**config.mk**
```make
export PLATFORM = sky130hd
export DESIGN_NAME = phy_ctrl_bank
export DESIGN_NICKNAME = d
export VERILOG_FILES = /design/src/rtl/phy_bank_pkg.sv /design/src/rtl/phyb_masked_reg.sv /design/src/rtl/phyb_ready_timer.sv /design/src/rtl/phyb_readmux.sv /design/src/rtl/phy_ctrl_bank.sv
export SDC_FILE = /design/constraint.sdc
export NUM_CORES = 1
export LEC_CHECK = 0
export ABC_AREA = 1
export BUFFER_PORTS_ARGS = -buffer_cell sky130_fd_sc_hd__buf_4
export CAP_MARGIN = 0
export CORE_UTILIZATION = 30
export CTS_CLUSTER_DIAMETER = 200
export DETAILED_ROUTE_END_ITERATION = 10
export GPL_TIMING_DRIVEN = 0
export HOLD_SLACK_MARGIN = 0.1
export PLACE_DENSITY = 0.55
export RECOVER_POWER = 100
export REMOVE_ABC_BUFFERS = 1
export SETUP_SLACK_MARGIN = 0.1
export SLEW_MARGIN = 5
export SYNTH_ARGS = -nofsm -noshare
export SYNTH_HDL_FRONTEND = slang
export SYNTH_SLANG_ARGS = --single-unit
export TNS_END_PERCENT = 50
```
**constraint.sdc**
```tcl
create_clock -name clk -period 2.3 [get_ports clk]
set_input_delay 0.345 -clock clk [delete_from_list [all_inputs] [get_ports clk]]
set_output_delay 0.345 -clock clk [all_outputs]
set_load 0.005 [all_outputs]
```
**src/rtl/phy_bank_pkg.sv**
```systemverilog
package phy_bank_pkg;
   localparam int WORD_W  = 32;
   localparam int HALF_W  = 16;
   localparam int NUM_CTL = 7;

   typedef enum logic [1:0] {
      FS_200 = 2'd0,
      FS_50  = 2'd1,
      FS_100 = 2'd2,
      FS_150 = 2'd3
   } freq_sel_e;

   // bit positions that the timing model decodes
   localparam int PWR_BIT   = 0;
   localparam int LOOP_BIT  = 1;
   localparam int FSEL_LO   = 12;
   localparam int PWR_REG   = 6;
   localparam int FSEL_REG  = 0;

   localparam int STAT_OFF  = 32;

   function automatic int ctl_width(input int idx);
      case (idx)
         0:       return 14;
         1:       return 9;
         6:       return 13;
         default: return 10;
      endcase
   endfunction

   function automatic int max4(input int a, input int b, input int c, input int d);
      int m;
      m = a;
      if (b > m) m = b;
      if (c > m) m = c;
      if (d > m) m = d;
      return m;
   endfunction
endpackage

```
**src/rtl/phyb_masked_reg.sv**
```systemverilog
module phyb_masked_reg #(
   parameter int W = 8
) (
   input  logic         clk,
   input  logic         rst_n,
   input  logic         we,
   input  logic [W-1:0] wval,
   input  logic [W-1:0] wmask,
   output logic [W-1:0] q
);
   logic [W-1:0] nxt;

   generate
      if (W < 1 || W > 16) begin : g_bad_w
         $error("phyb_masked_reg: W must be 1..16");
      end
      for (genvar gi = 0; gi < W; gi++) begin : g_bit
         assign nxt[gi] = (we && wmask[gi]) ? wval[gi] : q[gi];


         masked_keep_chk: assert property (@(posedge clk) disable iff (!rst_n)
            (we && !wmask[gi]) |=> (q[gi] == $past(q[gi])));

         masked_load_chk: assert property (@(posedge clk) disable iff (!rst_n)
            (we && wmask[gi]) |=> (q[gi] == $past(wval[gi])));
      end
   endgenerate

   always_ff @(posedge clk or negedge rst_n) begin
      if (!rst_n) q <= '0;
      else        q <= nxt;
   end
endmodule

```
**src/rtl/phyb_ready_timer.sv**
```systemverilog
module phyb_ready_timer #(
   parameter int CW = 8
) (
   input  logic          clk,
   input  logic          rst_n,
   input  logic          run,
   input  logic [CW-1:0] target,
   output logic          ready
);
   logic [CW-1:0] cnt;

   generate
      if (CW < 1) begin : g_bad_cw
         $error("phyb_ready_timer: CW must be at least 1");
      end
   endgenerate

   always_ff @(posedge clk or negedge rst_n) begin
      if (!rst_n)              cnt <= '0;
      else if (!run)           cnt <= '0;
      else if (cnt < target)   cnt <= cnt + 1'b1;
   end

   assign ready = run && (cnt >= target);


   ready_gated_chk: assert property (@(posedge clk) disable iff (!rst_n)
      ready |-> run);

   ready_needs_time_chk: assert property (@(posedge clk) disable iff (!rst_n)
      $rose(ready) |-> $past(run));

   ready_holds_chk: assert property (@(posedge clk) disable iff (!rst_n)
      (ready && run) |=> (ready || !run || (target != $past(target))));
endmodule

```
**src/rtl/phyb_readmux.sv**
```systemverilog
module phyb_readmux
   import phy_bank_pkg::*;
#(
   parameter int ADDR_W   = 8,
   parameter bit REG_READ = 1'b0
) (
   input  logic                             clk,
   input  logic                             rst_n,
   input  logic [ADDR_W-1:0]                addr,
   input  logic [NUM_CTL-1:0][WORD_W-1:0]   ctl_words,
   input  logic [WORD_W-1:0]                stat_word,
   output logic [WORD_W-1:0]                rdata
);
   logic [WORD_W-1:0] sel;

   always_comb begin
      sel = '0;
      for (int i = 0; i < NUM_CTL; i++) begin
         if (addr == ADDR_W'(i * 4)) sel = ctl_words[i];
      end
      if (addr == ADDR_W'(STAT_OFF)) sel = stat_word;
   end

   generate
      if (REG_READ) begin : g_reg
         always_ff @(posedge clk or negedge rst_n) begin
            if (!rst_n) rdata <= '0;
            else        rdata <= sel;
         end
      end else begin : g_comb
         assign rdata = sel;
      end
   endgenerate
endmodule

```
**src/rtl/phy_ctrl_bank.sv**
```systemverilog
module phy_ctrl_bank
   import phy_bank_pkg::*;
#(
   parameter int ADDR_W     = 8,
   parameter int CAL_CYCLES = 16,
   parameter int LOCK_200   = 64,
   parameter int LOCK_150   = 86,
   parameter int LOCK_100   = 128,
   parameter int LOCK_50    = 256,
   parameter bit REG_READ   = 1'b0
) (
   input  logic              clk,
   input  logic              rst_n,
   input  logic              wr_en,
   input  logic [ADDR_W-1:0] addr,
   input  logic [31:0]       wdata,
   output logic [31:0]       rdata,
   input  logic [3:0]        trim_code,
   input  logic              ext_res_absent,
   output logic              cal_done,
   output logic              dll_ready
);
   localparam int MAXC = max4(max4(LOCK_200, LOCK_150, LOCK_100, LOCK_50),
                              CAL_CYCLES, 1, 1);
   localparam int CW   = $clog2(MAXC + 1);

   generate
      if (ADDR_W < 6) begin : g_bad_addr
         $error("phy_ctrl_bank: ADDR_W must reach the status offset");
      end
      if (CAL_CYCLES < 1 || LOCK_200 < 1 || LOCK_150 < 1 ||
          LOCK_100 < 1 || LOCK_50 < 1) begin : g_bad_cnt
         $error("phy_ctrl_bank: cycle counts must be at least 1");
      end
   endgenerate

   logic [NUM_CTL-1:0][WORD_W-1:0] ctl_words;
   logic [WORD_W-1:0]              stat_word;

   generate
      for (genvar gr = 0; gr < NUM_CTL; gr++) begin : g_ctl
         localparam int W = ctl_width(gr);
         logic [W-1:0] q;
         logic         hit;
         assign hit = wr_en && (addr == ADDR_W'(gr * 4));
         phyb_masked_reg #(.W(W)) u_reg (
            .clk   (clk),
            .rst_n (rst_n),
            .we    (hit),
            .wval  (wdata[W-1:0]),
            .wmask (wdata[HALF_W + W - 1:HALF_W]),
            .q     (q)
         );
         assign ctl_words[gr] = {{(WORD_W - W){1'b0}}, q};
      end
   endgenerate

   logic      pwr_up, loop_en, loop_run;
   freq_sel_e fsel;
   logic [CW-1:0] lock_tgt;

   assign pwr_up   = ctl_words[PWR_REG][PWR_BIT];
   assign loop_en  = ctl_words[PWR_REG][LOOP_BIT];
   assign loop_run = pwr_up && loop_en;
   assign fsel     = freq_sel_e'(ctl_words[FSEL_REG][FSEL_LO+1:FSEL_LO]);

   always_comb begin
      case (fsel)
         FS_50:   lock_tgt = CW'(LOCK_50);
         FS_100:  lock_tgt = CW'(LOCK_100);
         FS_150:  lock_tgt = CW'(LOCK_150);
         default: lock_tgt = CW'(LOCK_200);
      endcase
   end

   phyb_ready_timer #(.CW(CW)) u_cal (
      .clk    (clk),
      .rst_n  (rst_n),
      .run    (pwr_up),
      .target (CW'(CAL_CYCLES)),
      .ready  (cal_done)
   );

   phyb_ready_timer #(.CW(CW)) u_loop (
      .clk    (clk),
      .rst_n  (rst_n),
      .run    (loop_run),
      .target (lock_tgt),
      .ready  (dll_ready)
   );

   assign stat_word = {25'd0, cal_done, dll_ready, trim_code, ext_res_absent};

   phyb_readmux #(.ADDR_W(ADDR_W), .REG_READ(REG_READ)) u_rd (
      .clk       (clk),
      .rst_n     (rst_n),
      .addr      (addr),
      .ctl_words (ctl_words),
      .stat_word (stat_word),
      .rdata     (rdata)
   );


   stat_write_ignored_chk: assert property (@(posedge clk) disable iff (!rst_n)
      (wr_en && addr == ADDR_W'(STAT_OFF)) |=> $stable(ctl_words));

   cal_drop_chk: assert property (@(posedge clk) disable iff (!rst_n)
      !pwr_up |-> !cal_done);
endmodule

```
==> out/qor.txt <==
Final min period -> 2.423 ns
DR WL/cell -> 14.32 um
Hold Startpoint -> wdata[13]
crit path cell chain -> inv_2 > ha_4 > inv_2 > ha_4 > nand2_1 > a21oi_2 > nor2_4 > nand2_2 > nand2_4 > o21ai_1 > buf_4
Synth Area per Inst -> 7.639 sq um
Register Area -> 0.002355 sq mm
Final Cell Area -> 0.006207 sq mm
Hold EP -> g_ctl[0].u_reg.q[13]
DIE HEIGHT -> 133.1 um
r2r setup slk -> 0.22 ns
Detailed Place HPWL -> 9089 um
gp weighted congestion -> 0.8157
CTS Buffer Depth -> 2
synth cell count leaders -> nand2_1, dfrtp_1, inv_1, o21ai_1, nand3_1
Final ANT Viol Nets -> 0
CP Max Fanout -> 4
depth of the worst register-to-register path -> 12
core footprint -> 0.01670 sq mm
Initial DRT Pass Iterations -> 5
reg-to-reg startpoint -> g_ctl[0].u_reg.q[12]
largest net degree at the start of global routing -> 95
global-route wire length before repair -> 22540 um
Vias/cell -> 4.682
most area-consuming cells after synthesis -> dfrtp_1, nand2_1, o21ai_1
final net count -> 807
ys async rst share -> 100.0%
cell taking the most area after synthesis -> dfrtp_1
PortBufs -> 59
Synth top area share -> 45.62%
n_diodes -> 0
number of global-route vias before repair -> 4294
Worst setup EP type -> primary output
CP delay by family, top -> adder cells
Clk network pwr share -> 42.9%
Fin Clk Skew -> 0.003172 ns
row count -> 47
number of instances in the placed design -> 942
# fillers -> 1855
CTS tree -> done
area delta synth->final -> 20.38%
switching share of power -> 24.16%
failing checks -> setup timing
register area share after synthesis -> 45.62%
non-filler instance count after layout -> 972
Leak Pwr -> 0.002983 uW
run status -> finished, violations left
count leader, synth -> nand2_1
slew margin rel. -> 10.37%
Clock transition at path regs -> 0.07 ns
Post-CTS Hold Buffers -> 0
Sequential Power Share -> 50.0%
HP Class -> primary input to register
NetSw -> 827.7 uW
CTS H-tree depth -> 3
clk sink count -> 94
initial antenna violation count -> 0
PnR worst setup slack -> -0.1231 ns
Post-synth EDFFs -> 0
Logic pwr share -> 7.2%
root buffer cell -> clkbuf_16
Post-Synthesis Cell Area -> 0.005156 sq mm
Final Max Tran Viols -> 0
Peak supply drop -> 0.3510 mV
period utilization -> 105.4%
overall die width -> 133.1 um
critical path required time -> 1.96 ns
GRT overflow -> 0
CP max stage delay -> 0.42 ns
total CTS buffers -> 9
final setup vio count -> 4
unrepaired setup endpoints after global routing -> true
Fmax -> 412.7 MHz
via count -> 4551
area of the multi-input gates -> 0.002500 sq mm
DP Area -> 0.005734 sq mm
critical path startpoint category -> register
number of max-cap violations -> 0
worst slew pin tran -> 1.334 ns
IO Pins -> 82
Crit-path slowest cell -> dfrtp_1
Placement Setup Slack -> -0.5150 ns
Die Area -> 0.01772 sq mm
Initial Utilization -> 30.87%
predominant post-synthesis flop cell -> dfrtp_1
Initial DRC Count -> 257
CP Class -> register to primary output
Int Power -> 2598 uW
share of layout cells above drive strength 1 -> 16.89%
arrival time at the worst endpoint -> 2.08 ns
Worst R2R End -> u_loop.cnt[7]
clk_lat worst skew -> 0.35 ns
PD cells -> 551.9 mW/mm^2
DR DRC count -> 0
Synth cell types -> 31
post-layout util -> 37.17%
Ys Warns -> 0
total global-route track usage -> 16.50%
CP bufs+invs -> 3
Worst Hold Depth -> 3
Seq cells post-synth -> 94
Cells after Synth -> 675
final wirelength -> 13920 um
Hold Fails Final Rpt -> 0
## per-layer routing
metal	global-route usage, %	up-vias	routed length (um)
li1	-	2301	-
met1	23.16	2149	6880
met2	26.56	91	6385
met3	2.169	10	494
met4	4.861	0	161
met5	0	-	0
## area by class of cell
class / count / area share [%]
Multi-Input combinational cell: 510 / 40.27
Sequential cell: 94 / 37.94
Timing Repair Buffer: 73 / 9.071
Tap cell: 220 / 4.435
Clock buffer: 13 / 4.354
Inverter: 59 / 3.648
Clock inverter: 3 / 0.2822
## worst min-delay path, cell delays in order
cell and delay (ns):
buf_4 0.08, nor2_1 0.03, a21oi_1 0.11
## layout by cell type (no fill, tap or decap), drive strengths merged
cell,instances
nand4,16
buf,65
a21oi,3
and3,1
nand3b,1
nand3,52
clkbuf,20
clkdlybuf4s15,1
o21ai,89
xor2,6
clkinv,3
or2,2
a21boi,1
o21bai,2
nor4,2
nor3,4
clkinvlp,2
conb,18
nor2,61
dfrtp,94
ha,12
a21o,1
inv,57
nand2,237
a22o,2
## cells by family (layout without fill, tap and decap cells)
logic type	Yosys count	in the layout	share of synthesized area [%]
xor gates and xnor gates	6	6	1.019
other	1	18	0.07273
DFF	94	94	45.62
and+or+nand+nor	376	376	32.27
AOI/OAI and AO/OA	98	98	9.852
buffers and inverters	88	148	8.250
adders and majority gates	12	12	2.912
## sequential cells by signal (all words and copies together) (netlist names)
signal / flops
g_ctl.u_reg.q: 76
u_cal.cnt: 9
u_loop.cnt: 9
## per-stage QoR
step | total power, uW | TNS, ns | hold WS (ns)
after floorplan | 1834 | 0 | 0.04941
after global placement | 1981 | -5.315 | 0.4460
after detailed placement | 1983 | -5.827 | 0.4506
after CTS | 3461 | -0.2556 | 0.2541
after global routing | 3532 | -2.078 | 0.2725
final | 3426 | -0.2393 | 0.2634
## timing repair
item | in CTS | in global routing
endpoints found under the setup margin | 24 | 13
pin swaps | 7 | 6
setup buffers | 9 | 5
gates resized for setup | 16 | 21
## power by group through the flow
stage	clock [uW]	sequential, uW	combinational (uW)
after CTS	1500	1710	253
after global placement	0	1740	239
final	1470	1710	245
after global routing	1540	1720	279
after detailed placement	0	1740	241
after floorplan	0	1740	97.9
## how the worst max path moves through the flow
stage	cells after the start	endpoint	start	slack (ns)
4_1_cts	11	dll_ready	g_ctl[0].u_reg.q[12]	-0.13
3_5_place_dp	11	rdata[7]	addr[0]	-0.52
3_3_place_gp	11	rdata[9]	addr[0]	-0.47
5_1_grt	11	rdata[5]	g_ctl[0].u_reg.q[12]	-0.24
6_report	11	dll_ready	g_ctl[0].u_reg.q[12]	-0.12
2_1_floorplan	10	dll_ready	g_ctl[0].u_reg.q[12]	0.29
No activity file was read; power rests on OpenSTA's default activity.
